### config.mk
export PLATFORM = sky130hd
export DESIGN_NAME = pin_input_conditioner
export DESIGN_NICKNAME = d
export VERILOG_FILES = /design/src/rtl/gfilt_pkg.sv /design/src/rtl/gfilt_sync2.sv /design/src/rtl/gfilt_prescale.sv /design/src/rtl/gfilt_cfg.sv /design/src/rtl/gfilt_line.sv /design/src/rtl/pin_input_conditioner.sv
export SDC_FILE = /design/constraint.sdc
export NUM_CORES = 1
export LEC_CHECK = 0
export ABC_AREA = 1
export ABC_CLOCK_PERIOD_IN_PS = 2500
export BUFFER_PORTS_ARGS = -buffer_cell sky130_fd_sc_hd__buf_2
export CORE_ASPECT_RATIO = 0.75
export CORE_MARGIN = 2
export CORE_UTILIZATION = 40
export DETAILED_ROUTE_END_ITERATION = 16
export PLACE_DENSITY = 0.73
export SKIP_CTS_REPAIR_TIMING = 1
export SLEW_MARGIN = 15
export SYNTH_ARGS = -nofsm -noshare
export SYNTH_HDL_FRONTEND = slang
export SYNTH_SLANG_ARGS = --single-unit
### constraint.sdc
create_clock -name clk -period 2.5 [get_ports clk]
set_input_delay 0.375 -clock clk [delete_from_list [all_inputs] [get_ports clk]]
set_output_delay 0.375 -clock clk [all_outputs]
set_load 0.01 [all_outputs]
### src/rtl/gfilt_pkg.sv
package gfilt_pkg;

    typedef enum logic [2:0] {
        OP_NONE    = 3'd0,
        OP_FEN_SET = 3'd1,
        OP_FEN_CLR = 3'd2,
        OP_SRC_SET = 3'd3,
        OP_SRC_CLR = 3'd4,
        OP_DIV_WR  = 3'd5
    } cfg_op_e;

    typedef struct packed {
        logic en;
        logic slow;
    } line_cfg_t;

    function automatic int wmax(input int a, input int b);
        return (a > b) ? a : b;
    endfunction

endpackage

### src/rtl/gfilt_sync2.sv
module gfilt_sync2 #(
    parameter int N = 8
) (
    input  logic         clk,
    input  logic         rst,
    input  logic [N-1:0] d_i,
    output logic [N-1:0] q_o
);
    logic [N-1:0] meta_q;
    logic [N-1:0] stab_q;

    always_ff @(posedge clk) begin
        if (rst) begin
            meta_q <= '0;
            stab_q <= '0;
        end else begin
            meta_q <= d_i;
            stab_q <= meta_q;
        end
    end

    assign q_o = stab_q;
endmodule

### src/rtl/gfilt_prescale.sv
module gfilt_prescale #(
    parameter int DIV_W = 8
) (
    input  logic             clk,
    input  logic             rst,
    input  logic [DIV_W-1:0] div_i,
    output logic             tick_o
);
    logic [DIV_W-1:0] cnt_q;

    assign tick_o = (cnt_q == '0);

    always_ff @(posedge clk) begin
        if (rst)         cnt_q <= '0;
        else if (tick_o) cnt_q <= div_i;
        else             cnt_q <= cnt_q - DIV_W'(1);
    end


    tick_gap_chk: assert property (@(posedge clk) disable iff (rst)
        (tick_o && div_i != '0) |=> !tick_o);
endmodule

### src/rtl/gfilt_cfg.sv
module gfilt_cfg #(
    parameter int          N       = 8,
    parameter int          DIV_W   = 8,
    parameter int          WD      = 8,
    parameter int unsigned DIV_RST = 3
) (
    input  logic             clk,
    input  logic             rst,
    input  logic [2:0]       op_i,
    input  logic [WD-1:0]    wdata_i,
    output logic [N-1:0]     fen_o,
    output logic [N-1:0]     src_o,
    output logic [DIV_W-1:0] div_o
);
    import gfilt_pkg::*;

    cfg_op_e      op;
    logic [N-1:0] mask;

    assign op   = cfg_op_e'(op_i);
    assign mask = wdata_i[N-1:0];

    always_ff @(posedge clk) begin
        if (rst) begin
            fen_o <= '0;
            src_o <= '0;
            div_o <= DIV_W'(DIV_RST);
        end else begin
            case (op)
                OP_FEN_SET: fen_o <= fen_o | mask;
                OP_FEN_CLR: fen_o <= fen_o & ~mask;
                OP_SRC_SET: src_o <= src_o | mask;
                OP_SRC_CLR: src_o <= src_o & ~mask;
                OP_DIV_WR:  div_o <= wdata_i[DIV_W-1:0];
                default: ;
            endcase
        end
    end


    fen_set_chk: assert property (@(posedge clk) disable iff (rst)
        (op_i == 3'd1) |=> (((fen_o & $past(wdata_i[N-1:0])) == $past(wdata_i[N-1:0])) &&
                            ((fen_o & ~$past(wdata_i[N-1:0])) == ($past(fen_o) & ~$past(wdata_i[N-1:0])))));

    fen_clr_chk: assert property (@(posedge clk) disable iff (rst)
        (op_i == 3'd2) |=> (((fen_o & $past(wdata_i[N-1:0])) == '0) &&
                            ((fen_o & ~$past(wdata_i[N-1:0])) == ($past(fen_o) & ~$past(wdata_i[N-1:0])))));
endmodule

### src/rtl/gfilt_line.sv
module gfilt_line (
    input  logic                 clk,
    input  logic                 rst,
    input  logic                 s_i,
    input  gfilt_pkg::line_cfg_t cfg_i,
    input  logic                 tick_i,
    output logic                 out_o
);
    logic smp_q;
    logic take;

    assign take = cfg_i.slow ? tick_i : 1'b1;

    always_ff @(posedge clk) begin
        if (rst) begin
            out_o <= 1'b0;
            smp_q <= 1'b0;
        end else if (!cfg_i.en) begin
            out_o <= s_i;
            smp_q <= s_i;
        end else if (take) begin
            smp_q <= s_i;
            if (s_i == smp_q) out_o <= s_i;
        end
    end


    filt_follow_chk: assert property (@(posedge clk) disable iff (rst)
        (cfg_i.en && $past(cfg_i.en) && out_o != $past(out_o)) |-> ($past(s_i) == out_o));
endmodule

### src/rtl/pin_input_conditioner.sv
module pin_input_conditioner #(
    parameter int          NLINES  = 8,
    parameter int          DIV_W   = 8,
    parameter int unsigned DIV_RST = 3,
    parameter int          WD      = gfilt_pkg::wmax(NLINES, DIV_W)
) (
    input  logic              clk,
    input  logic              rst,
    input  logic [NLINES-1:0] pin_i,
    input  logic [2:0]        cfg_op,
    input  logic [WD-1:0]     cfg_wdata,
    output logic [NLINES-1:0] fen_o,
    output logic [NLINES-1:0] src_o,
    output logic [DIV_W-1:0]  div_o,
    output logic [NLINES-1:0] periph_o,
    output logic [NLINES-1:0] pdsr_o,
    output logic [NLINES-1:0] change_o
);
    import gfilt_pkg::*;

    logic [NLINES-1:0] sync_lv;
    logic [NLINES-1:0] filt_lv;
    logic [NLINES-1:0] pdsr_q;
    logic              tick;

    gfilt_sync2 #(.N(NLINES)) u_sync (
        .clk(clk), .rst(rst), .d_i(pin_i), .q_o(sync_lv)
    );

    gfilt_cfg #(.N(NLINES), .DIV_W(DIV_W), .WD(WD), .DIV_RST(DIV_RST)) u_cfg (
        .clk(clk), .rst(rst), .op_i(cfg_op), .wdata_i(cfg_wdata),
        .fen_o(fen_o), .src_o(src_o), .div_o(div_o)
    );

    gfilt_prescale #(.DIV_W(DIV_W)) u_pre (
        .clk(clk), .rst(rst), .div_i(div_o), .tick_o(tick)
    );

    for (genvar i = 0; i < NLINES; i++) begin : g_line
        line_cfg_t lcfg;
        assign lcfg.en   = fen_o[i];
        assign lcfg.slow = src_o[i];
        gfilt_line u_line (
            .clk(clk), .rst(rst), .s_i(sync_lv[i]), .cfg_i(lcfg),
            .tick_i(tick), .out_o(filt_lv[i])
        );
    end

    assign periph_o = sync_lv;
    assign pdsr_o   = (fen_o & filt_lv) | (~fen_o & sync_lv);

    always_ff @(posedge clk) begin
        if (rst) pdsr_q <= '0;
        else     pdsr_q <= pdsr_o;
    end

    assign change_o = pdsr_o ^ pdsr_q;


    change_pulse_chk: assert property (@(posedge clk) disable iff (rst)
        (change_o == (pdsr_o ^ $past(pdsr_o))));

    periph_delay_chk: assert property (@(posedge clk) disable iff (rst)
        $past(rst) == 1'b0 |-> (periph_o == $past(pin_i, 2)));
endmodule

Yosys cells after proc, flatten, opt, wreduce, memory -nomap -nowiden. Index checks and enable logic that the tools add are counted.

$add $sub $neg: 1. Multiply operators: 0. Divide/modulo/power cells: 0. Order comparisons: 0. Equal/unequal tests: 29. Shift-type cells: 0. Muxes and demuxes: 51. Bitwise gates (word level): 10. Reductions and logical operators: 11.

Operator list (count): $mux W1 (48); $and A8 B8 Y8 (4); $ne A2 B1 Y1 const B (16); $pmux W8 S2 (2); $or A8 B8 Y8 (3); $not A8 Y8 (2); $reduce_and A2 Y1 (8); $eq A1 B1 Y1 (8); $logic_not A8 Y1 (1); $mux W8 (1); $sub A8 B1 Y8 const B (1); $xor A8 B8 Y8 (1); $eq A3 B2 Y1 const B (2); $eq A3 B3 Y1 const B (2); $reduce_bool A2 Y1 (2); $eq A3 B1 Y1 const B (1).

Register bits after elaboration: 72. Bits in latches: 0. Bits in writable memories: 0. Bits in read-only memories: 0. Bits of input ports: 21. Output and inout port bits: 48. Logic and storage cells: 125. Memories kept: 0.

Longest topological paths before layout. Gate-level depths: netlist of the first run.

Word-level depth: 4. Depth in mapped cells: 10. Depth with buffers taken out: 9.

By module. A second synthesis of the first run with hierarchy kept.

Cells, all modules: 512. Area total of the unflattened synthesis: 3559.7 µm².

Modules (own cells, without submodules): gfilt_cfg (times used 1, cells each 137, area an instance 1046.0 µm²); gfilt_line (times used 8, cells each 17, area an instance 111.4 µm²); pin_input_conditioner (times used 1, cells each 113, area an instance 640.6 µm²); gfilt_prescale (times used 1, cells each 76, area an instance 508.0 µm²); gfilt_sync2 (times used 1, cells each 50, area an instance 474.2 µm²).

Worst setup path before layout of the first run. No wires, ideal clock.

Path kind: register to output. Start: register (tool-made name). End: output port change_o[3]. Data arrival time: 1119 ps. Required time: 2125 ps. Path slack: 1006 ps. Stages on the path, launching flop included: 5. Buffers on the path: 0. Cell sequence: dfxtp_1 > inv_1 > or2_2 > o21a_1 > xor2_1.

RTL lines: end, declared (line pin_input_conditioner.sv:17) `output logic [NLINES-1:0] change_o`.

==> flow_summary.toml, run 1 <==
[outcome]
run_status = "finished, final reports clean"

[grt]
gr-total-overflow = 0
grt_pass1_vias = 2503
antenna_found_initial = 0
grt_pass1_wl_um = 11200
grt_use_total = 0.170
grt_max_degree = 53

[layout]
nets = 495
nFillCells = 757
syn2layout_area_growth_pct = 18.6
register_area_um2 = 1440
drive_gt1_frac = 0.218
num_antenna_cells = 0
multi_input_area_um2 = 1320

[setup_path]
cp.arrival_ns = 1.50
cp_max_fo = 5
rr_startpoint = "u_pre.cnt_q[0]"
worstSetupPathType = "reg -> out"
endpoint_kind = "primary output"
critPathLaunchType = "flip-flop"
crit_required_ns = 2.12
rrSetupSlack_ns = 0.94

[sta]
relSlewSlack = 0.567
timing.final.crit_period_ns = 1.87
tns_ns = 0
tightestPinTransition_ns = 0.648
grt_setup_unrepaired = "false"
skew_ns = 0.00648
fin_crit_sh = 0.749
hold_slack_ns = 0.238
setup_viol = 0
fmax_mhz = 534
final_hold_viol_count = 0
final-max-slew-violation-count = 0

[synth]
async_flop_share = 0
synth_area_leaders = "dfxtp_1 46%, nand2_1 8.4%, a21oi_1 7.2%"
ys_ff_latch = 72
post-synth-top-count-cell = "dfxtp_1"
ys_seq_area_frac = 0.463
yosys-top-cells-count = "72 x dfxtp_1, 70 x nand2_1, 60 x inv_1"
synth_cells = 410
synth_nets = 433
yosys.area.top_type_share = 0.463
synth_area_per_cell_um2 = 7.59
ys_warn_count = 0
synth_edf_count = 0
yosys.area.top_type = "dfxtp_1"
syn_area_um2 = 3110
synthFlopType = "dfxtp_1"
ys_types = 26

[die]
start_util = 0.419
core_area_um2 = 7430
die_h_um = 80.4
ioPinCount = 69
die_area_um2 = 8510
rows = 27
die_w_um = 106

[routing]
drtAntennaViolNets = 0
drcViolationCount = 0
drt_first_iter_violations = 158
vias = 2704
dr.pass1.iters = 4
avgViaCountPerCell = 4.68
finalWirelength_um = 6910
wl_per_cell_um = 12.0

[power]
p_int_mw = 2.03
power.share.clock = 0.338
p_per_area_nw_per_um2 = 781
sw_frac_of_total = 0.297
p_leak_nw = 1.82
sequentialPowerShare = 0.457
p_comb_frac = 0.206
switching_power_mw = 0.857
irDropWorstVdd_v = 0.000297

[run]
drv_cap = 0

[clock_network]
cts_tree = "yes"
numCtsBuffers = 9
clkTransAtPathRegs_ns = 0.07
cts-root-buf = "clkbuf_8"
clock_latency_ns = 0.33
numClockSinks = 72
cts_max_path_buffers = 2
h-tree-depth = 3

[place]
gp_congestion = 0.857
dp_hpwl_um = 4870
port_buffers = 68

[hold_path]
worst_hold_path_type = "in -> reg"
worstHoldStart = "pin_i[4]"
==> power by group through the flow <==
| stage | registers [mW] | logic (mW) | clock network (mW) |
|---|---|---|---|
| 6_report | 1.32 | 0.593 | 0.974 |
| 3_3_place_gp | 1.34 | 0.571 | 0 |
| 4_1_cts | 1.32 | 0.595 | 1.00 |
| 2_1_floorplan | 1.33 | 0.475 | 0 |
| 3_5_place_dp | 1.34 | 0.595 | 0 |
| 5_1_grt | 1.33 | 0.689 | 1.05 |
==> metrics by stage <==
step | utilization | area [um2] | total power [mW] | setup WS [ns] | cells
final | 0.496 | 3690 | 2.88 | 0.628 | 578
after CTS | 0.496 | 3690 | 2.91 | 0.594 | 578
after floorplan | - | 3110 | 1.81 | 1.01 | 410
after global placement | 0.467 | 3470 | 1.91 | 0.992 | 562
after detailed placement | 0.467 | 3470 | 1.94 | 0.927 | 562
after global routing | 0.496 | 3690 | 3.07 | 0.494 | 578
==> cell families (layout without fill, tap and decap cells) <==
logic type,after synthesis,count (layout),share of synthesized area
AND/OR/NAND/NOR,157,157,0.237
AO/OA/AOI/OAI,87,87,0.147
buffers and inverters,80,147,0.111
flip-flops,72,72,0.463
XOR/XNOR,12,12,0.0338
adder cells (fa/ha/maj),2,2,0.00804
==> final cells by class <==
cell class | count | share of cell area
well taps | 101 | 0.0342
repair buffers | 69 | 0.0943
multi-input cells | 258 | 0.359
clock inverters | 2 | 0.00949
clock buffers | 14 | 0.0495
inverters | 62 | 0.0631
flip-flops and latches | 72 | 0.391
==> per-layer routing <==
| layer | share of wire | routed length [um] | vias to the layer above | GRT usage |
|---|---|---|---|---|
| met5 | 0 | 0 | - | 0 |
| met2 | 0.46 | 3200 | 73 | 0.288 |
| met1 | 0.46 | 3170 | 1215 | 0.194 |
| met3 | 0.067 | 463 | 8 | 0.0576 |
| li1 | - | - | 1408 | - |
| met4 | 0.010 | 72 | 0 | 0.0829 |
==> cells in the final DEF, fill, tap and decap left out <==
master and n:
a21oi_1 45, a21oi_2 1, buf_2 68, buf_4 1, bufinv_16 1, clkbuf_1 1
clkbuf_8 13, clkinv_2 1, dfxtp_1 72, ha_1 2, inv_1 60, inv_2 2
nand2_1 70, nand2_4 3, nand3_1 17, nand3_4 1, nand3b_1 7, nand4_1 1
nor2_1 45, nor2_2 2, nor2_4 1, nor3_2 1, nor3_4 2, o21a_1 7
o21ai_0 34, or2_2 7, xnor2_1 2, xor2_1 10
==> worst paths after layout <==
kind / endpoint / depth (start not counted)
worst max-delay path: change_o[3] / 5
worst min-delay path: u_sync.meta_q[4] / 3
worst max register to register: g_line[0].u_line.out_o / 9
worst min register to register: u_sync.q_o[1] / 2
==> critical path: stages, from the launching register on <==
cell and delay [ns]:
dfxtp_1 0.41, inv_1 0.07, or2_2 0.27, o21a_1 0.14
xor2_1 0.14, buf_2 0.14
(Power assumes the default switching activity.)
==> run 2, diff against run 1 <==
Settings changed: ABC_CLOCK_PERIOD_IN_PS 2500 to 1820.
Clock period 2.5 ns to 1.82 ns, I/O delays scaled along.
==> flow_summary.toml, run 2 (synthesis gave the netlist of run 1 again) <==
[die]
rows = 27
die_h_um = 80.4
ioPinCount = 69
die_area_um2 = 8510
start_util = 0.419
core_area_um2 = 7430
die_w_um = 106

[outcome]
run_status = "finished, final reports clean"

[grt]
grt_pass1_wl_um = 11400
global_route.usage.met1 = 0.211
grt_max_degree = 53
antenna_found_initial = 0
grtUsageMet3 = 0.0731
grt_pass1_vias = 2445
grt_use_total = 0.173
gr-total-overflow = 0
top_usage_layer = "met2"
met2_usage = 0.284

[power]
p_int_mw = 2.80
p_comb_frac = 0.204
sequentialPowerShare = 0.450
switching_power_mw = 1.21
irDropWorstVdd_v = 0.000478
p_per_area_nw_per_um2 = 1090
power.share.clock = 0.345
sw_frac_of_total = 0.302
p_leak_nw = 1.82

[sta]
tightestPinTransition_ns = 0.620
fin_crit_sh = 0.941
timing.final.crit_period_ns = 1.71
final-max-slew-violation-count = 0
setup_viol = 0
grt_setup_unrepaired = "false"
tns_ns = 0
relSlewSlack = 0.586
fmax_mhz = 584
final_hold_viol_count = 0
skew_ns = 0.00529

[routing]
drt_first_iter_violations = 171
finalWirelength_um = 6930
avgViaCountPerCell = 4.75
drcViolationCount = 0
vias = 2744
wl_per_cell_um = 12.0
dr.pass1.iters = 4
drtAntennaViolNets = 0

[place]
gp_congestion = 0.770
port_buffers = 68
dp_hpwl_um = 4850
post_dp_cell_area_um2 = 3470

[setup_path]
critPathLaunchType = "flip-flop"
endpoint_kind = "primary output"
crit_family = "flip-flops"
cp_slowest_cell = "dfxtp_2"
worstPathCellList = "inv_1 -> or2_2 -> o21a_1 -> xor2_1 -> buf_2"
worstSetupPathType = "reg -> out"
crit_required_ns = 1.55
cpPeakStageDelay_ns = 0.37
cp.arrival_ns = 1.44
cp_num_buf_inv = 2
cp_max_fo = 5

[layout]
stdcell_area_um2 = 3690
syn2layout_area_growth_pct = 18.7
drive_gt1_frac = 0.222
nets = 495
nFillCells = 754
final_cell_mix = "71 x dfxtp_1, 70 x nand2_1, 68 x buf_2"
num_antenna_cells = 0
layout_commonest_cell = "dfxtp_1"

[hold_path]
worst_hold_path_type = "in -> reg"

[run]
drv_cap = 0

[clock_network]
numClockSinks = 72
cts_tree = "yes"
clock_latency_ns = 0.34
cts-root-buf = "clkbuf_8"
numCtsBuffers = 9
h-tree-depth = 3
clkTransAtPathRegs_ns = 0.08
cts_max_path_buffers = 2
==> run 2: power by group through the flow <==
stage	clock [mW]	combinational (mW)	sequential [mW]
final	1.39	0.820	1.81
after global routing	1.50	0.930	1.82
after CTS	1.42	0.825	1.81
after detailed placement	0	0.821	1.84
after global placement	0	0.790	1.84
after floorplan	0	0.653	1.83
==> run 2: worst reg2reg max path, cell delays in order (launching register included) <==
cell and delay (ns):
dfxtp_1 0.37, inv_1 0.08, ha_1 0.21, nand2_1 0.10
inv_1 0.07, nand2_4 0.25, nand2_1 0.16, nand3b_1 0.11
nand2_1 0.05, nor2_1 0.12
==> run 2: per-stage QoR <==
stage          power [mW]  utilization  worst slack (ns)  instances  hold slack [ns]
2_1_floorplan        2.48            -             0.428        410            0.380
3_3_place_gp         2.63        0.467             0.340        562            0.389
3_5_place_dp         2.66        0.467             0.237        562            0.392
4_1_cts              4.05        0.497            0.0219        578            0.116
5_1_grt              4.25        0.497            0.0129        578            0.107
6_report             4.01        0.497             0.107        578            0.126
==> run 2: worst paths after layout <==
kind | cells after the start | slack, ns | start | end
worst max-delay path | 5 | 0.11 | flip-flop | change_o[3]
worst min-delay path | 3 | 0.13 | pin_i[7] | u_sync.meta_q[7]
worst max register to register | 9 | 0.23 | u_pre.cnt_q[0] | g_line[1].u_line.out_o
worst min register to register | 2 | 0.40 | u_sync.meta_q[1] | u_sync.q_o[1]
==> run 2: cell type report <==
type                    instances  area [um2]  area share
flip-flops and latches         72        1440       0.391
clock inverters                 6        82.6      0.0224
clock buffers                  10         138      0.0373
multi-input cells             258        1320       0.358
inverters                      62         233      0.0630
repair buffers                 69         348      0.0942
well taps                     101         126      0.0342
==> run 2: per-layer routing <==
| metal | vias to the layer above | wire (um) |
|---|---|---|
| met5 | - | 0 |
| li1 | 1408 | - |
| met3 | 5 | 459 |
| met1 | 1263 | 3230 |
| met2 | 68 | 3210 |
| met4 | 0 | 29 |
